## src/rtl/cfg_loader_pkg.sv

```systemverilog
package cfg_loader_pkg;

  typedef enum logic [1:0] {
    ERR_NONE      = 2'd0,
    ERR_CLR_STUCK = 2'd1,
    ERR_RDY_STUCK = 2'd2,
    ERR_NO_CONFIG = 2'd3
  } cfgErr_e;

  typedef enum logic [2:0] {
    ST_IDLE,
    ST_CLEAR,
    ST_WAIT_RDY,
    ST_SHIFT,
    ST_WAIT_CFG,
    ST_SETTLE_LO,
    ST_SETTLE_HI
  } cfgState_e;

  typedef struct packed {
    logic loadByte;
    logic timerClr;
    logic clkHold;
    logic dataHold;
  } dpCtl_t;

endpackage

```

## src/rtl/cfg_loader_dp.sv

```systemverilog
module cfg_loader_dp
  import cfg_loader_pkg::*;
#(
  parameter int DATA_W   = 8,
  parameter int CLK_HALF = 4,
  parameter int TMR_W    = 17
) (
  input  logic              clk,
  input  logic              rstN,
  input  dpCtl_t            ctl,
  input  logic [DATA_W-1:0] byteIn,
  output logic              engBusy,
  output logic              byteDone,
  output logic [TMR_W-1:0]  tmr,
  output logic              serClk,
  output logic              serData
);

  localparam int PH_W  = (CLK_HALF > 1) ? $clog2(CLK_HALF) : 1;
  localparam int BIT_W = (DATA_W > 1) ? $clog2(DATA_W) : 1;

  logic [DATA_W-1:0] shReg;
  logic [BIT_W-1:0]  bitIdx;
  logic [PH_W-1:0]   phaseCnt;
  logic              clkR;
  logic              active;
  logic              phaseEnd;
  logic              lastBit;

  assign phaseEnd = (phaseCnt == PH_W'(CLK_HALF - 1));
  assign lastBit  = (bitIdx == BIT_W'(DATA_W - 1));
  assign byteDone = active && clkR && phaseEnd && lastBit;
  assign engBusy  = active;

  // bit engine: low phase then high phase per bit, shift on falling edge
  always_ff @(posedge clk or negedge rstN) begin
    if (!rstN) begin
      shReg    <= '0;
      bitIdx   <= '0;
      phaseCnt <= '0;
      clkR     <= 1'b0;
      active   <= 1'b0;
    end else if (ctl.loadByte) begin
      shReg    <= byteIn;
      bitIdx   <= '0;
      phaseCnt <= '0;
      clkR     <= 1'b0;
      active   <= 1'b1;
    end else if (active) begin
      if (phaseEnd) begin
        phaseCnt <= '0;
        if (!clkR) begin
          clkR <= 1'b1;
        end else begin
          clkR   <= 1'b0;
          shReg  <= {shReg[DATA_W-2:0], 1'b0};
          bitIdx <= bitIdx + 1'b1;
          if (lastBit) active <= 1'b0;
        end
      end else begin
        phaseCnt <= phaseCnt + 1'b1;
      end
    end
  end

  // shared phase timer, saturating
  always_ff @(posedge clk or negedge rstN) begin
    if (!rstN)             tmr <= '0;
    else if (ctl.timerClr) tmr <= '0;
    else if (tmr != '1)    tmr <= tmr + 1'b1;
  end

  assign serClk  = ctl.clkHold | clkR;
  assign serData = ctl.clkHold ? ctl.dataHold : (active & shReg[DATA_W-1]);


  bit_hold_chk: assert property (@(posedge clk) disable iff (!rstN)
    (clkR && $past(clkR)) |-> $stable(shReg[DATA_W-1]));


  load_idle_chk: assert property (@(posedge clk) disable iff (!rstN)
    ctl.loadByte |-> !active);

endmodule

```

## src/rtl/cfg_loader_ctrl.sv

```systemverilog
module cfg_loader_ctrl
  import cfg_loader_pkg::*;
#(
  parameter int LIM_CLR = 1024,
  parameter int LIM_RDY = 1024,
  parameter int LIM_CFG = 65536,
  parameter int SETTLE  = 100000,
  parameter int TMR_W   = 17
) (
  input  logic             clk,
  input  logic             rstN,
  input  logic             start,
  input  logic             inValid,
  input  logic             inLast,
  input  logic             tgtRdy,
  input  logic             tgtConfigured,
  input  logic             engBusy,
  input  logic             byteDone,
  input  logic [TMR_W-1:0] tmr,
  output dpCtl_t           ctl,
  output logic             inReady,
  output logic             tgtClearN,
  output logic             busy,
  output logic             doneOk,
  output logic [1:0]       errCode
);

  cfgState_e st, stNext;
  cfgErr_e   errR, errNext;
  logic      okR, okNext;
  logic      lastPend;
  logic      take;

  always_comb begin
    stNext  = st;
    errNext = errR;
    okNext  = okR;
    ctl     = '0;
    inReady = 1'b0;
    take    = 1'b0;
    unique case (st)
      ST_IDLE: if (start) begin
        stNext       = ST_CLEAR;
        ctl.timerClr = 1'b1;
        errNext      = ERR_NONE;
        okNext       = 1'b0;
      end
      ST_CLEAR: if (!tgtRdy) begin
        stNext       = ST_WAIT_RDY;
        ctl.timerClr = 1'b1;
      end else if (tmr == TMR_W'(LIM_CLR - 1)) begin
        stNext  = ST_IDLE;
        errNext = ERR_CLR_STUCK;
      end
      ST_WAIT_RDY: if (tgtRdy) begin
        stNext = ST_SHIFT;
      end else if (tmr == TMR_W'(LIM_RDY - 1)) begin
        stNext  = ST_IDLE;
        errNext = ERR_RDY_STUCK;
      end
      ST_SHIFT: begin
        inReady = !engBusy;
        take    = inValid && !engBusy;
        ctl.loadByte = take;
        if (byteDone && lastPend) begin
          stNext       = ST_WAIT_CFG;
          ctl.timerClr = 1'b1;
        end
      end
      ST_WAIT_CFG: if (tgtConfigured) begin
        stNext       = ST_SETTLE_LO;
        ctl.timerClr = 1'b1;
      end else if (tmr == TMR_W'(LIM_CFG - 1)) begin
        stNext  = ST_IDLE;
        errNext = ERR_NO_CONFIG;
      end
      ST_SETTLE_LO: begin
        ctl.clkHold = 1'b1;
        if (tmr == TMR_W'(SETTLE - 1)) begin
          stNext       = ST_SETTLE_HI;
          ctl.timerClr = 1'b1;
        end
      end
      ST_SETTLE_HI: begin
        ctl.clkHold  = 1'b1;
        ctl.dataHold = 1'b1;
        if (tmr == TMR_W'(SETTLE - 1)) begin
          stNext = ST_IDLE;
          okNext = 1'b1;
        end
      end
      default: stNext = ST_IDLE;
    endcase
  end

  always_ff @(posedge clk or negedge rstN) begin
    if (!rstN) begin
      st       <= ST_IDLE;
      errR     <= ERR_NONE;
      okR      <= 1'b0;
      lastPend <= 1'b0;
    end else begin
      st   <= stNext;
      errR <= errNext;
      okR  <= okNext;
      if (take) lastPend <= inLast;
    end
  end

  assign tgtClearN = (st != ST_CLEAR);
  assign busy      = (st != ST_IDLE);
  assign doneOk    = okR;
  assign errCode   = errR;


  clear_busy_chk: assert property (@(posedge clk) disable iff (!rstN)
    !tgtClearN |-> busy);


  ready_idle_chk: assert property (@(posedge clk) disable iff (!rstN)
    inReady |-> (busy && !engBusy));


  outcome_excl_chk: assert property (@(posedge clk) disable iff (!rstN)
    doneOk |-> (errCode == 2'd0 && !busy));


  busy_clean_chk: assert property (@(posedge clk) disable iff (!rstN)
    busy |-> (!doneOk && errCode == 2'd0));


  hold_chk: assert property (@(posedge clk) disable iff (!rstN)
    (!busy && $past(!busy)) |-> ($stable(errCode) && $stable(doneOk)));

endmodule

```

## src/rtl/cfg_loader.sv

```systemverilog
module cfg_loader
  import cfg_loader_pkg::*;
#(
  parameter int DATA_W   = 8,
  parameter int CLK_HALF = 4,
  parameter int LIM_CLR  = 1024,
  parameter int LIM_RDY  = 1024,
  parameter int LIM_CFG  = 65536,
  parameter int SETTLE   = 100000
) (
  input  logic              clk,
  input  logic              rstN,
  input  logic              start,
  input  logic              inValid,
  input  logic [DATA_W-1:0] inData,
  input  logic              inLast,
  output logic              inReady,
  input  logic              tgtRdy,
  input  logic              tgtConfigured,
  output logic              tgtClearN,
  output logic              serClk,
  output logic              serData,
  output logic              busy,
  output logic              doneOk,
  output logic [1:0]        errCode
);

  localparam int MAX_A = (LIM_CLR > LIM_RDY) ? LIM_CLR : LIM_RDY;
  localparam int MAX_B = (LIM_CFG > SETTLE) ? LIM_CFG : SETTLE;
  localparam int MAX_T = (MAX_A > MAX_B) ? MAX_A : MAX_B;
  localparam int TMR_W = $clog2(MAX_T + 1);

  dpCtl_t           ctl;
  logic             engBusy;
  logic             byteDone;
  logic [TMR_W-1:0] tmr;

  cfg_loader_ctrl #(
    .LIM_CLR(LIM_CLR), .LIM_RDY(LIM_RDY), .LIM_CFG(LIM_CFG),
    .SETTLE(SETTLE), .TMR_W(TMR_W)
  ) u_ctrl (
    .clk(clk), .rstN(rstN), .start(start), .inValid(inValid),
    .inLast(inLast), .tgtRdy(tgtRdy), .tgtConfigured(tgtConfigured),
    .engBusy(engBusy), .byteDone(byteDone), .tmr(tmr), .ctl(ctl),
    .inReady(inReady), .tgtClearN(tgtClearN), .busy(busy),
    .doneOk(doneOk), .errCode(errCode)
  );

  cfg_loader_dp #(
    .DATA_W(DATA_W), .CLK_HALF(CLK_HALF), .TMR_W(TMR_W)
  ) u_dp (
    .clk(clk), .rstN(rstN), .ctl(ctl), .byteIn(inData),
    .engBusy(engBusy), .byteDone(byteDone), .tmr(tmr),
    .serClk(serClk), .serData(serData)
  );

endmodule

```

## config.mk

```make
export PLATFORM = sky130hd
export DESIGN_NAME = cfg_loader
export DESIGN_NICKNAME = d
export VERILOG_FILES = /design/src/rtl/cfg_loader_pkg.sv /design/src/rtl/cfg_loader_dp.sv /design/src/rtl/cfg_loader_ctrl.sv /design/src/rtl/cfg_loader.sv
export SDC_FILE = /design/constraint.sdc
export NUM_CORES = 1
export LEC_CHECK = 0
export BUFFER_PORTS_ARGS = -buffer_cell sky130_fd_sc_hd__buf_2
export CAP_MARGIN = 10
export CORE_MARGIN = 2
export CORE_UTILIZATION = 45
export DETAILED_ROUTE_END_ITERATION = 8
export PLACE_DENSITY = 0.71
export SLEW_MARGIN = 10
export SYNTH_ARGS = -nofsm -noshare
export SYNTH_HDL_FRONTEND = slang
export SYNTH_SLANG_ARGS = --single-unit
```

## constraint.sdc

```tcl
create_clock -name clk -period 2.7 [get_ports clk]
set_clock_uncertainty 0.05 [all_clocks]
set_input_delay 0 -clock clk [delete_from_list [all_inputs] [get_ports clk]]
set_output_delay 0 -clock clk [all_outputs]
set_load 0.02 [all_outputs]
```

-- After elaboration in Yosys (flattened, before gate mapping)
Index checks and enable logic that the tools add are counted.
- word-level logic and storage cells: 113
- output and inout port bits: 8
- bits in registers: 39
- input port bits: 15
- muxes and demuxes: 54
- eq/ne operators: 24
- add/subtract/negate cells: 3
- reduce and logical (&&, ||, !) cells: 20
- bitwise gates (word level): 2
- operators with widths (cell ; number):
    2-to-1 mux 3 bit ; 13
    2-to-1 mux 17 bit ; 2
    2-to-1 mux 8 bit ; 4
    2-to-1 mux 1 bit ; 21
    case mux 3 bit (7 select lines) ; 1
    2-to-1 mux 2 bit ; 10
    adder 17 x 1 -> 17 bit, second input constant ; 1
    equality test 17 x 10 -> 1 bit, second input constant ; 1
    equality test 17 x 16 -> 1 bit, second input constant ; 1
    equality test 17 bit, second input constant ; 1
    inequality test 17 bit, second input constant ; 1
    equality test 3 bit, second input constant ; 4
    inequality test 2 x 1 -> 1 bit, second input constant ; 6
    nonzero test 2 bit ; 5
    inequality test 2 bit, second input constant ; 4
    case mux 2 bit (4 select lines) ; 1
    AND reduction 8 bit ; 1
    equality test 3 x 2 -> 1 bit, second input constant ; 2
    AND reduction 3 bit ; 2
    logical AND 1 bit ; 5
    case mux 1 bit (5 select lines) ; 1
    AND reduction 5 bit ; 1
    nonzero test 4 bit ; 1
    adder 3 x 1 -> 3 bit, second input constant ; 1
    other kinds (13) ; 13

-- Depth between registers and ports, before layout
Gate-level depths: netlist of run 1.
- depth in word-level cells: 7
- gate-level depth with buffers: 11

-- Cells and area by module
From an unflattened synthesis of run 1, not the netlist that was laid out.
- cell total of the unflattened synthesis: 255
- area, all modules: 2358.5 µm²
- modules (own cells, without submodules) (module ; instances ; sequential area each (µm²) ; cells an instance ; area each (µm²)):
    cfg_loader_dp ; 1 ; 800.8 ; 158 ; 1614.0
    cfg_loader_ctrl ; 1 ; 175.2 ; 97 ; 744.5

-- Worst setup path before layout of run 1
Ideal clock, no wire load.
- path type: register to register
- start point: reg u_dp.tmr[0]
- end point: reg u_dp.tmr[15]
- stages on the path, launching flop included: 12
- period minus slack after synthesis: 2.379 ns
- buffers on the path: 1
- data required time: 2.531 ns
- data arrival time: 2.211 ns
- slack: 0.321 ns
- path through: dfrtp_1 > ha_1 > nand3_2 > nor3_2 > and4_1 > ha_1 > clkbuf_1 > nand4b_1 > or4_1 > nor2_1 > xnor2_1 > nor2_1
- longest elaborated chain between the ends: 4
- elaborated cells between the ends (all ways): 8
- RTL lines (what ; line ; RTL):
    from (decl) ; cfg_loader_dp.sv:14 ; output logic [TMR_W-1:0] tmr,
    from (signal assigned) ; cfg_loader_dp.sv:70 ; else if (tmr != '1) tmr <= tmr + 1'b1;
    parallel branches: the longest is 4 deep, another holds adder 17 x 1 -> 17 bit ; n/a ;
Parallel ways; which one is timed is not known. The select of a mux whose other input is x is not followed.
A chain may end at the register's enable or synchronous reset.

-- Final worst setup path of run 1
- start point: reg u_dp.tmr[0]
- end point: reg u_dp.tmr[13]
The elaborated chain is that of the path after synthesis.

==> impl.org, run 1 <==
** Global route
- The via count of the first global-routing pass is 1673.
- GRT met2 Usage :: ~29%
- For met3 alone, demand over resource in global routing was 3.70%.
- Antenna violations before repair :: 0
- Global routing consumed, over all layers together, approximately 18% of the routing resources.
- Maximum number of pins on one net before global-route repair :: 40
- Overflow after GRT :: 0
- First-pass GRT wire length :: between 7 and 8 mm
- In the global route stage, met1 resource usage came out at a little under a quarter.
- Layer with the highest usage :: met2

** Timing
- Worst path setup slack after routing :: ~220 ps
- Final hold analysis gives a worst-case slack of approximately 15 ps.
- Dividing the final minimum period by the clock period gives between 90% and 100%.
- After layout, the minimum clock period comes to around 2500 ps.
- At the pin with the least slew margin, the transition time is 873 ps.
- Final hold viol count :: 0
- After routing, the total negative slack on setup checks comes to 0 ps.
- Number of setup violations in the final report :: 0
- Setup repair after global routing left no endpoint under its margin.
- Highest Clock Rate :: 404 MHz
- Rel. slew slack :: 41.8%
- The number of max-slew violations in the final report was 0.

** Yosys
- By area the synthesized netlist is led by sky130_fd_sc_hd__dfrtp_1, sky130_fd_sc_hd__nand2_1, sky130_fd_sc_hd__nor2_1.
- The biggest area contributor in the post-synthesis netlist is sky130_fd_sc_hd__dfrtp_1.
- Counting every net in the synthesized netlist gives 268.
- The number of different library cells used by synthesis comes to 44.
- Top cell type's share of synthesized area :: 44.7%
- Sequential share of the synthesized area :: between 40 and 50%
- Among all flip-flop cells after synthesis, the most frequent one is sky130_fd_sc_hd__dfrtp_1.
- The synthesized design contains 0 enable-type register cells.
- Yosys printed 0 warnings.
- In the post-synthesis netlist, the cell with the most instances is sky130_fd_sc_hd__nand2_1.
- Count of mapped cells out of synthesis :: around 250
- Register bit count reported by yosys :: 39
- Cell area after technology mapping :: 2180 um2
- In the synthesized netlist, the cells that appear most often are sky130_fd_sc_hd__nand2_1, sky130_fd_sc_hd__nor2_1, sky130_fd_sc_hd__dfrtp_1.
- In the synthesized netlist the async set-or-reset flop fraction comes to 100%.
- Avg Cell Area, Syn :: 8.83 um2

** Die
- From bottom edge to top edge, the die measures 73.6 um.
- The die is ~74 um wide.
- Core region area :: about 4700 um2
- Row generation in the floorplan step produced 25 rows.
- Total die area :: 5420 um2
- Initial standard-cell utilization of the core :: a little under half
- Number of top-level design ports :: 23

** Power
- Share of total power consumed by net switching :: roughly two fifths
- Dividing total power by cell area gives a power density of 922 nW/um2.
- The clock network burns 20.5% of the power.
- Registers are responsible for between 30% and 40% of the overall power.
- In this run the power spent charging and discharging nets is 0.942 mW.
- Per report_power, the combinational group accounts for between 30% and 40% of the total.
- Cell internal power was estimated by the tool at 1.42 mW.
- Static leakage power :: between 1 and 1.5 nW
- VDD sags by at most 0.434 mV.
- The design draws approximately 2.4 mW.

** Setup path
- Length in cells of the worst reg-to-reg path :: 10
- Critical path capture point type :: register
- In this run the worst path has a maximum fanout of 8.
- STA classifies the critical path startpoint as a register.
- Worst EP required :: 2820 ps
- STA puts the critical path data arrival time at around 2600 ps.
- Across all register-to-register paths, the minimum setup slack is 220 ps.
- Crit path kind :: register to register

** Routing
- Total vias in the final route :: about 1800
- Dividing the detail-routed via count by the number of cells gives around 5.4.
- Dividing the detail-routed wire length by the instance count gives 13.0 um.
- Number of optimization iterations in the first detailed-route pass :: 4
- Number of design rule violations left after detail routing :: 0
- The detailed router finished its first iteration with 73 violations.
- For this block, the routed nets add up to ~4.4 mm of wire.
- The count of nets left with antenna violations once routing finished came out at 0.

** Layout
- Relative to the synthesized area, the layout overhead comes to 17.5%.
- Post-layout instance area :: 2560 um2
- The number of antenna diodes in the final layout is 0.
- Number of nets in the final layout :: 302
- The multi-input combinational cells in the finished layout cover a total of approximately 1100 um2.
- Fraction of final layout cells sized beyond drive strength 1 :: 14.2%
- Registers take 976 um2.
- The filler cells instantiated in the layout total roughly 430.

** Clocking
- The H-tree generated during clock tree synthesis spans 2 levels.
- Register clock-pin slew on the reported worst setup and hold paths :: 80 ps
- # Post-CTS Setup Buffers :: 0
- Insertion delay of the later-clocked pin in the worst-skew pair :: between 200 and 300 ps
- Counting along the longest clock path gives a buffer depth of 2.
- Post-cts repair resize count :: 0
- Cell at the root of the clock tree :: sky130_fd_sc_hd__clkbuf_8
- Buffers inserted during clock tree synthesis total 5.
- TritonCTS built the clock tree.
- Clock net sink count :: 39

** Worst hold path
- Cell count of the worst hold path :: 4
- In this run the worst hold path is classified as primary input to register.

** Placed design
- Routability-driven placement finished with a final weighted congestion of approximately 0.9.
- The placed instances occupy a cell area of between 2000 and 2500 um2.
- After legalization and detailed placement, the total HPWL measured about 3 mm.
- Dpl ws :: 226 ps
- Port buffering added 22 buffers.

** Run
- Max Cap Violations :: 0

** Run status
- The run finished with clean final reports.
cells in the final DEF, fill, tap and decap left out, types with 4 or more instances in the layout:
cell type	synthesis	layout
sky130_fd_sc_hd__nand2_1	48	48
sky130_fd_sc_hd__nor2_1	40	40
sky130_fd_sc_hd__dfrtp_1	39	39
sky130_fd_sc_hd__buf_2	4	22
sky130_fd_sc_hd__a21oi_1	12	12
sky130_fd_sc_hd__dlygate4sd3_1	0	11
sky130_fd_sc_hd__nand3_1	10	10
sky130_fd_sc_hd__xor2_1	10	10
sky130_fd_sc_hd__inv_1	7	7
sky130_fd_sc_hd__xnor2_1	7	7
sky130_fd_sc_hd__a22oi_1	6	6
sky130_fd_sc_hd__ha_1	6	6
sky130_fd_sc_hd__o21ai_0	5	5
sky130_fd_sc_hd__clkbuf_8	0	5
sky130_fd_sc_hd__nor3_1	4	4
sky130_fd_sc_hd__and3_1	4	4
sky130_fd_sc_hd__buf_4	1	4
repair_timing:
item | in CTS | in global routing
setup endpoints to repair | 0 | 0
hold buffers | 11 | 0
hold endpoints to repair | 49 | 0
per-layer routing:
layer	share of wire (%)	wire, um
met1	48	2090
met2	46	2020
met3	4.3	189
met4	1.4	62
met5	0	0
sequential cells by signal (all words and copies together), names as in the netlist:
name,cells
u_dp.tmr,17
u_dp.shReg,8
u_ctrl.st,3
u_dp.bitIdx,3
u_ctrl.errCode,2
u_dp.phaseCnt,2
u_ctrl.doneOk,1
u_ctrl.lastPend,1
u_dp.clkR,1
u_dp.engBusy,1
cell families after synthesis:
kind of cell / share of synthesized area [%]
xor gates and xnor gates: 6.82
DFF: 44.7
buffers and inverters: 3.38
AOI/OAI and AO/OA: 12.7
and+or+nand+nor: 26.9
muxes: 1.95
adders and majority gates: 3.44
critical path, cell delays in order, from the launching register on:
cell,delay [ps]
sky130_fd_sc_hd__dfrtp_1,420
sky130_fd_sc_hd__ha_1,230
sky130_fd_sc_hd__nand3_2,100
sky130_fd_sc_hd__nor3_2,60
sky130_fd_sc_hd__and4_1,220
sky130_fd_sc_hd__ha_1,290
sky130_fd_sc_hd__nand4b_1,240
sky130_fd_sc_hd__or4_1,440
sky130_fd_sc_hd__nor2_1,130
sky130_fd_sc_hd__xnor2_1,120
sky130_fd_sc_hd__nor2_1,50
per-stage QoR:
step | util, % | instances
6_report | 54.7 | 336
3_3_place_gp | 49.9 | 317
4_1_cts | 54.7 | 336
2_1_floorplan | - | 247
5_1_grt | 54.7 | 336
3_5_place_dp | 49.9 | 317
cell type report:
type	count	area share, %
Multi-Input combinational cell	191	44.1
Sequential cell	39	38.0
Timing Repair Buffer	37	9.76
Clock buffer	5	2.68
Tap cell	54	2.63
Clock inverter	3	1.71
Inverter	7	1.02
worst paths after layout:
kind                                            from                   endpoint
max in group asynchronous                       rstN    u_dp.tmr[4]$_DFFE_PN0P_
min in group asynchronous                       rstN   u_dp.tmr[11]$_DFFE_PN0P_
setup / recovery             u_dp.tmr[0]$_DFFE_PN0P_   u_dp.tmr[13]$_DFFE_PN0P_
setup reg to reg             u_dp.tmr[0]$_DFFE_PN0P_   u_dp.tmr[13]$_DFFE_PN0P_
hold reg to reg            u_dp.shReg[4]$_DFFE_PN0P_  u_dp.shReg[4]$_DFFE_PN0P_
hold / removal                                 start  u_ctrl.doneOk$_DFFE_PN0P_
power by group through the flow:
stage,clock [mW],sequential [mW],combinational [mW]
floorplan,0,0.884,0.779
global placement,0,0.947,0.917
detailed placement,0,0.950,0.925
CTS,0.496,0.939,0.943
global route,0.525,0.973,1.07
finish,0.485,0.943,0.937
Power figures use the tool's default switching activity.
==> inputs of run 2 (changes only) <==
- CTS_BUF_LIST: unset -> sky130_fd_sc_hd__clkbuf_8
- clock period: 2.7 -> 2.58 ns (I/O delays scaled with it)
==> run 2 against run 1 <==
Combinational power rose by 4.6%. Non-clock buffer count down 1. Worst setup slack got worse by 36 ps. Maximum frequency is 3.5% higher. Flip-flop and latch count did not move. Sequential power up 4.8%. Clock-buffer cell count unchanged. Clock power is 15% lower.
==> impl.org, run 2 (synthesized netlist as in run 1, its figures left out) <==
** Clocking
- Once the clock tree was built, the setup fixing pass inserted 0 buffers.
- The longest clock path from root to sink contains 2 buffers.
- Cell at the root of the clock tree :: sky130_fd_sc_hd__clkbuf_8
- After clock tree synthesis, the flow added hold-fix buffers numbering 10.
- Insertion delay of the later-clocked pin in the worst-skew pair :: approximately 290 ps
- Post-cts repair resize count :: 0
- After clock tree synthesis, the clock-pin slew on the worst setup and hold paths is approximately 80 ps.
- CTS saw 39 sinks.
- In this run, CTS created clock tree buffers numbering 5.
- The clock tree synthesis step divided the H-tree into 2 levels.
- TritonCTS built the clock tree.

** Timing
- In the finished design, the share of the clock period the worst path needs comes to just over 90%.
- In this run the tightest slew margin relative to its limit is a little over two fifths.
- Setup violations remaining at the end of the flow were counted as 0.
- Summed over all failing endpoints, the final setup total negative slack is 0 ps.
- The worst path in the final design needs a cycle of between 2000 and 2500 ps, including I/O delays and setup.
- Setup repair after global routing missed its margin :: false
- The count of endpoints failing hold in the final timing report came to 0.
- Final max-slew violation count :: 0
- For this run, the top clock speed supported by timing is roughly 420 MHz.
- Worst-margin pin slew :: ~850 ps

** Routing
- The final layout contains routed wiring with a total length of approximately 4.4 mm.
- The routed layout has 1813 vias.
- DR iter-0 viols :: approximately 110
- Using the TritonRoute via totals, the vias-per-cell ratio works out to ~5.4.
- In the final routed layout, each cell accounts on average for between 10 and 15 um.
- Remaining antenna violation count after routing :: 0
- Number of design rule violations left after detail routing :: 0
- Before antenna repair, the detailed router went through 4 iterations.

** Power
- Static leakage power :: 1.18 nW
- The worst-case IR drop observed on VDD is around 0.41 mV.
- In this run the power density over the cells is 941 nW/um2.

** Global route
- Via count of the first global-routing pass :: approximately 1700
- The first global-routing pass estimated ~7.7 mm of wire.
- For this run, the total global-route usage over all layers was measured as ~18%.
- The number of antenna violations at the first check in global routing came to 0.
- Entering global routing, the biggest net connects 40 pins.
- Overflow after GRT :: 0

** Layout
- The library cell used most frequently in the layout, excluding fill and tap cells, is sky130_fd_sc_hd__nand2_1.
- The area growth from synthesis to layout is 16.0%.
- In the final layout, the share of cells above drive strength 1 is between 10% and 20%.
- Ranked by flip-flop count, first place goes to u_dp.tmr.
- The number of antenna diodes in the final layout is 0.
- After routing the design area is between 2000 and 3000 um2.
- The register with the most flip-flops in the layout has 17 of them.
- For this run, the post-layout net count is 301.
- Regs by FF count :: u_dp.tmr (17), u_dp.shReg (8)
- Commonest cells after routing, fill and taps aside :: sky130_fd_sc_hd__nand2_1, sky130_fd_sc_hd__nor2_1, sky130_fd_sc_hd__dfrtp_1

** Die
- The floorplan has 25 rows.
- From left edge to right edge, the die measures approximately 74 um.
- In this run the vertical extent of the chip is roughly 74 um.
- Core region area :: 4690 um2
- 23 I/O pins were placed.
- Total die area :: 5420 um2
- Once the floorplan was initialized, standard cells occupied a little under half of the core.

** Setup path
- STA puts the critical path data arrival time at about 2500 ps.
- The slowest stage of the critical path is the sky130_fd_sc_hd__or4_1 cell.
- CP startpoint kind :: register
- In this run the worst path has a maximum fanout of 5.
- The worst setup path is of the register to register kind.
- The signal on the critical path passes through ha_1, nand3_2, nor3_2, and4_1, ha_1, nand4b_1, or4_1, nor2_1, xnor2_1, nor2_1.
- In this design, the largest share of critical-path delay is due to simple AND/OR/NAND/NOR gates.
- STA puts the critical path data required time at roughly 2700 ps.
- Counting both buffers and inverters, the worst setup path holds a total of 0.
- Largest incremental delay on the critical path :: 430 ps
- Critical path capture point type :: register

** Placed design
- GPL Wtd Cong :: 0.872
- Final HPWL from detailed placement :: 3.10 mm
- IO Port Bufs :: 22
- In this run the cell area measured after placement is about 2300 um2.

** Worst hold path
- Hold WC Path Type :: primary input to register

** Run status
- Outcome :: finished, final reports clean

** Run
- Max Cap Violations :: 0
run 2: tightest hold or removal path, delay by kind of cell:
| family | cells | cell delay [ps] |
|---|---|---|
| simple gates | 2 | 230 |
| buf+inv | 1 | 80 |
run 2: final timing paths:
check	startpoint	end	slack, ps	cells past startpoint
worst max-delay path	u_dp.tmr[0]$_DFFE_PN0P_	u_dp.tmr[15]$_DFFE_PN0P_	190	10
min in group asynchronous	rstN	u_dp.tmr[7]$_DFFE_PN0P_	310	2
worst max register to register	u_dp.tmr[0]$_DFFE_PN0P_	u_dp.tmr[15]$_DFFE_PN0P_	190	10
worst min-delay path	inValid	u_dp.engBusy$_DFF_PN0_	2	3
max in group asynchronous	rstN	u_dp.tmr[4]$_DFFE_PN0P_	1650	2
worst min register to register	u_dp.shReg[3]$_DFFE_PN0P_	u_dp.shReg[3]$_DFFE_PN0P_	430	2
run 2: final cells by class:
| class | count | area, um2 |
|---|---|---|
| Clock buffer | 5 | 68.8 |
| Clock inverter | 3 | 20.0 |
| Fill cell | 441 | 2160 |
| Inverter | 7 | 26.3 |
| Multi-Input combinational cell | 191 | 1130 |
| Sequential cell | 39 | 976 |
| Tap cell | 54 | 67.6 |
| Timing Repair Buffer | 36 | 240 |
run 2: through the flow:
stage	setup WS (ps)	total power, mW	std cells	utilization, %	hold WS [ps]
floorplan	201	1.74	247	-	-346
global placement	235	1.95	317	49.9	117
detailed placement	177	1.97	317	49.9	122
CTS	174	2.40	335	53.9	8.59
global route	9.82	2.60	335	53.9	42.8
finish	188	2.38	335	53.9	1.67
run 2: where the power goes:
| part | total [mW] | leakage, nW | internal, mW | switching (mW) |
|---|---|---|---|---|
| logic | 0.980 | 0.625 | 0.407 | 0.573 |
| registers | 0.988 | 0.510 | 0.793 | 0.195 |
| clock network | 0.414 | 0.0402 | 0.188 | 0.225 |
run 2: routing by layer:
| layer | global-route usage (%) | up-vias | share of wire (%) |
|---|---|---|---|
| met3 | 3.43 | 6 | 2.6 |
| met4 | 5.05 | 0 | 1.1 |
| met1 | 24.2 | 867 | 50 |
| li1 | - | 914 | - |
| met5 | 0 | - | 0 |
| met2 | 29.4 | 26 | 46 |
==> inputs of run 3 (changes only) <==
- PLACE_DENSITY: 0.71 -> 0.7
- SYNTH_HIERARCHICAL: unset -> 1
==> run 3 against run 2 <==
Maximum frequency is 6.8% lower. Global-route usage is 1.9 points higher. Critical endpoint is now u_dp/tmr[15]$_DFFE_PN0P_. Via count is 15% higher. Utilization is 4.8 points higher. Worst hold slack better by 50 ps. Routed wire length is 25% higher. Register-to-register slack worse by 170 ps. Clock power hardly changed. Clock-buffer cell count is 1 higher. First-iteration DRC count is 13% lower. Synthesized cell count is 3.2% higher. Synthesized area is 8.1% higher.
==> impl.org, run 3 <==
** Yosys
- EDFF count, synth :: 0
- Synthesis inferred 39 register bits.
- Sequential share of the synthesized area :: approximately 41%
- Proportion of register bits with asynchronous set or reset after synthesis :: between 90% and 100%
- Mapped Nets :: about 280
- Count of mapped cells out of synthesis :: 255
- For this run, the leading register cell type out of synthesis is sky130_fd_sc_hd__dfrtp_1.
- Summed over all instances, the cell type with the most area after synthesis is sky130_fd_sc_hd__dfrtp_1.
- YS warnings :: 6
- Each instance of the synthesized netlist takes up on average approximately 9.2 um2.
- Main area contributors after synthesis :: sky130_fd_sc_hd__dfrtp_1, sky130_fd_sc_hd__mux2i_1, sky130_fd_sc_hd__nor2_1
- By instance count, the leading cell after synthesis is sky130_fd_sc_hd__dfrtp_1.
- Top cells by instance count after synthesis :: sky130_fd_sc_hd__dfrtp_1, sky130_fd_sc_hd__nor2_1, sky130_fd_sc_hd__nand2_1
- Summed over its instances, the top area cell type makes up 41.4% of the synthesized netlist area.
- Post-synth cell types :: 55
- The synthesized netlist occupies a cell area of about 2400 um2.

** Clocking
- Clock net sink count :: 39
- Maximum buffer depth of the clock tree :: 2
- Insertion delay of the later-clocked pin in the worst-skew pair :: 290 ps
- Register clock-pin slew on the reported worst setup and hold paths :: 80 ps
- CTS Buf Count :: 5
- CTS H-Tree Depth :: 2
- The tree is rooted in a sky130_fd_sc_hd__clkbuf_8.
- TritonCTS clock tree :: built

** Layout
- Counting the fill cells in the layout gives between 400 and 500.
- The repair_antennas step left the layout with diodes totalling 0.
- Regs by FF count :: u_dp/tmr (17), u_dp/shReg (8)
- Fraction of final layout cells sized beyond drive strength 1 :: between 20% and 30%
- Most flops, register :: u_dp/tmr
- The register with the most flip-flops in the layout has 17 of them.
- Synthesis-to-layout area growth :: 26.4%
- Leaving out filler cells and counting taps, the final layout contains ~380.
- Commonest cells after routing, fill and taps aside :: sky130_fd_sc_hd__dfrtp_1, sky130_fd_sc_hd__buf_4, sky130_fd_sc_hd__nand2_1
- After the last flow step, the layout net total stands at about 330.
- The library cell used most frequently in the layout, excluding fill and tap cells, is sky130_fd_sc_hd__dfrtp_1.

** Timing
- The count of endpoints failing hold in the final timing report is 0.
- The number of max-slew violations in the final report was 0.
- In the finished design, the share of the clock period the worst path needs comes to between 90% and 100%.
- For this run, the top clock speed supported by timing is 390 MHz.
- For the pin with the worst max-slew slack, the measured transition is between 800 and 900 ps.
- Subtracting the final worst setup slack from the clock period gives around 2600 ps.
- Setup violations remaining at the end of the flow were counted as 0.
- Setup repair after global routing missed its margin :: true
- Headroom to the max-slew limit came out at about two fifths.

** Routing
- The final layout contains routed wiring with a total length of around 5.5 mm.
- The first routing iteration left 94 violations.
- Number of optimization iterations in the first detailed-route pass :: 4
- Via density :: 5.44
- Total vias in the final route :: 2082
- Remaining antenna violation count after routing :: 0
- After detailed routing, the number of remaining DRC violations is 0.
- Dividing the detail-routed wire length by the instance count gives approximately 14 um.

** Placed design
- In this run, placement finished with an instance count of about 360.
- IO Port Bufs :: 22
- Summed over all nets, the half-perimeter wirelength after detailed placement is approximately 3.7 mm.
- The congestion estimate from routability-driven global placement came to 0.900.

** Worst hold path
- The worst hold path passes through 3 cells.
- Hold WC Path Type :: primary input to register

** Global route
- The first global-routing pass estimated around 9.3 mm of wire.
- The number of antenna violations at the first check in global routing was 0.
- Entering global routing, the biggest net connects 40 pins.
- Via count of the first global-routing pass :: 1997
- For this run the aggregate overflow at the end of global routing stands at 0.
- GRT Util Overall :: around 20%

** Setup path
- Critical Path Fanout Max :: 6
- STA classifies the critical path endpoint as a register.
- Crit path kind :: register to register
- CP startpoint kind :: register
- Data on the critical path arrives at its endpoint at 2740 ps.
- Measured in cells, the most critical reg-to-reg path has a length of 9.
- STA puts the critical path data required time at 2750 ps.

** Die
- Initial standard-cell utilization of the core :: 46.5%
- The floorplan has 26 rows.
- Total die area :: 5840 um2
- Height of the die :: between 70 and 80 um
- Die Wd :: roughly 76 um
- Core region area :: between 5000 and 6000 um2
- During I/O placement, the number of pins put on the boundary was 23.

** Power
- VDD sags by at most just under 0.3 mV.
- Pwr/cell area :: just under 800 nW/um2
- Summed over all cells, the static leakage comes to between 1 and 1.5 nW.
- The design draws approximately 2.3 mW.

** Run
- Max-cap violations in this run came to 0.

** Run status
- Outcome :: finished, final reports clean
run 3: timing repair:
item                                    in CTS  in global routing
pin swaps                                    7                  7
endpoints found under the hold margin       48                  0
setup buffers                                5                  2
hold buffers                                10                  0
gates resized for setup                      2                  9
endpoints found under the setup margin       3                  7
run 3: worst max-delay path: stages (launching register included):
cell                       delay [ps]
sky130_fd_sc_hd__dfrtp_1          380
sky130_fd_sc_hd__or4b_4           560
sky130_fd_sc_hd__nor3_4           200
sky130_fd_sc_hd__and2_4           170
sky130_fd_sc_hd__a21oi_2           50
sky130_fd_sc_hd__nor2_2           120
sky130_fd_sc_hd__nand2b_4         180
sky130_fd_sc_hd__nand4_4          110
sky130_fd_sc_hd__or4_4            550
sky130_fd_sc_hd__a21oi_2          120
run 3: final timing paths:
kind,to,slack [ps],startpoint
setup / recovery,u_dp/tmr[15]$_DFFE_PN0P_,10,u_dp/tmr[8]$_DFFE_PN0P_
hold reg to reg,u_dp/bitIdx[2]$_DFFE_PN0P_,490,u_dp/bitIdx[2]$_DFFE_PN0P_
max in group asynchronous,u_dp/tmr[8]$_DFFE_PN0P_,1610,rstN
setup reg to reg,u_dp/tmr[15]$_DFFE_PN0P_,10,u_dp/tmr[8]$_DFFE_PN0P_
min in group asynchronous,u_dp/tmr[3]$_DFFE_PN0P_,320,rstN
hold / removal,u_ctrl/st[2]$_DFFE_PN0P_,50,tgtConfigured
run 3: through the flow:
step | util, % | hold slack, ps | instance area, um2 | setup TNS [ps] | setup WS [ps]
3_5_place_dp | 53.2 | 122 | 2700 | -40.2 | -23.4
5_1_grt | 58.8 | 69.4 | 2980 | -328 | -122
3_3_place_gp | 53.2 | 124 | 2700 | 0 | 12.3
4_1_cts | 57.8 | 48.1 | 2930 | -28.3 | -18.0
2_1_floorplan | - | -346 | 2380 | -121 | -69.0
6_report | 58.8 | 51.2 | 2980 | 0 | 13.5
run 3: final cells by class:
type | count | area [um2] | area share (%)
clock inverter | 1 | 5.00 | 0.168
sequential | 39 | 976 | 32.7
tap | 70 | 87.6 | 2.94
timing repair buffer | 64 | 450 | 15.1
inverter | 7 | 26.3 | 0.881
clock buffer | 6 | 82.6 | 2.77
multi-input combinational | 196 | 1350 | 45.4
run 3: logic make-up (layout without fill, tap and decap cells):
logic type      after synthesis  after routing  share of synthesized area (%)
simple gates                112            112                           28.0
fa+ha+maj                     5              5                           2.65
compound gates               53             53                           13.9
mux                          14             14                           5.99
xor+xnor                     12             12                           4.46
buf+inv                      20             78                           3.61
flops                        39             39                           41.4
run 3: layer usage:
layer / wire length, um / global-route usage, % / part of all wire (%)
met5: 0 / 0 / 0
met4: 85 / 7.64 / 1.6
met3: 213 / 4.98 / 3.9
met2: 2750 / 33.5 / 50
met1: 2410 / 24.5 / 44
run 3: power by group:
| group | internal (mW) | total [mW] | switching (mW) |
|---|---|---|---|
| combinational | 0.419 | 0.941 | 0.521 |
| sequential | 0.787 | 0.953 | 0.166 |
| clock | 0.210 | 0.411 | 0.201 |
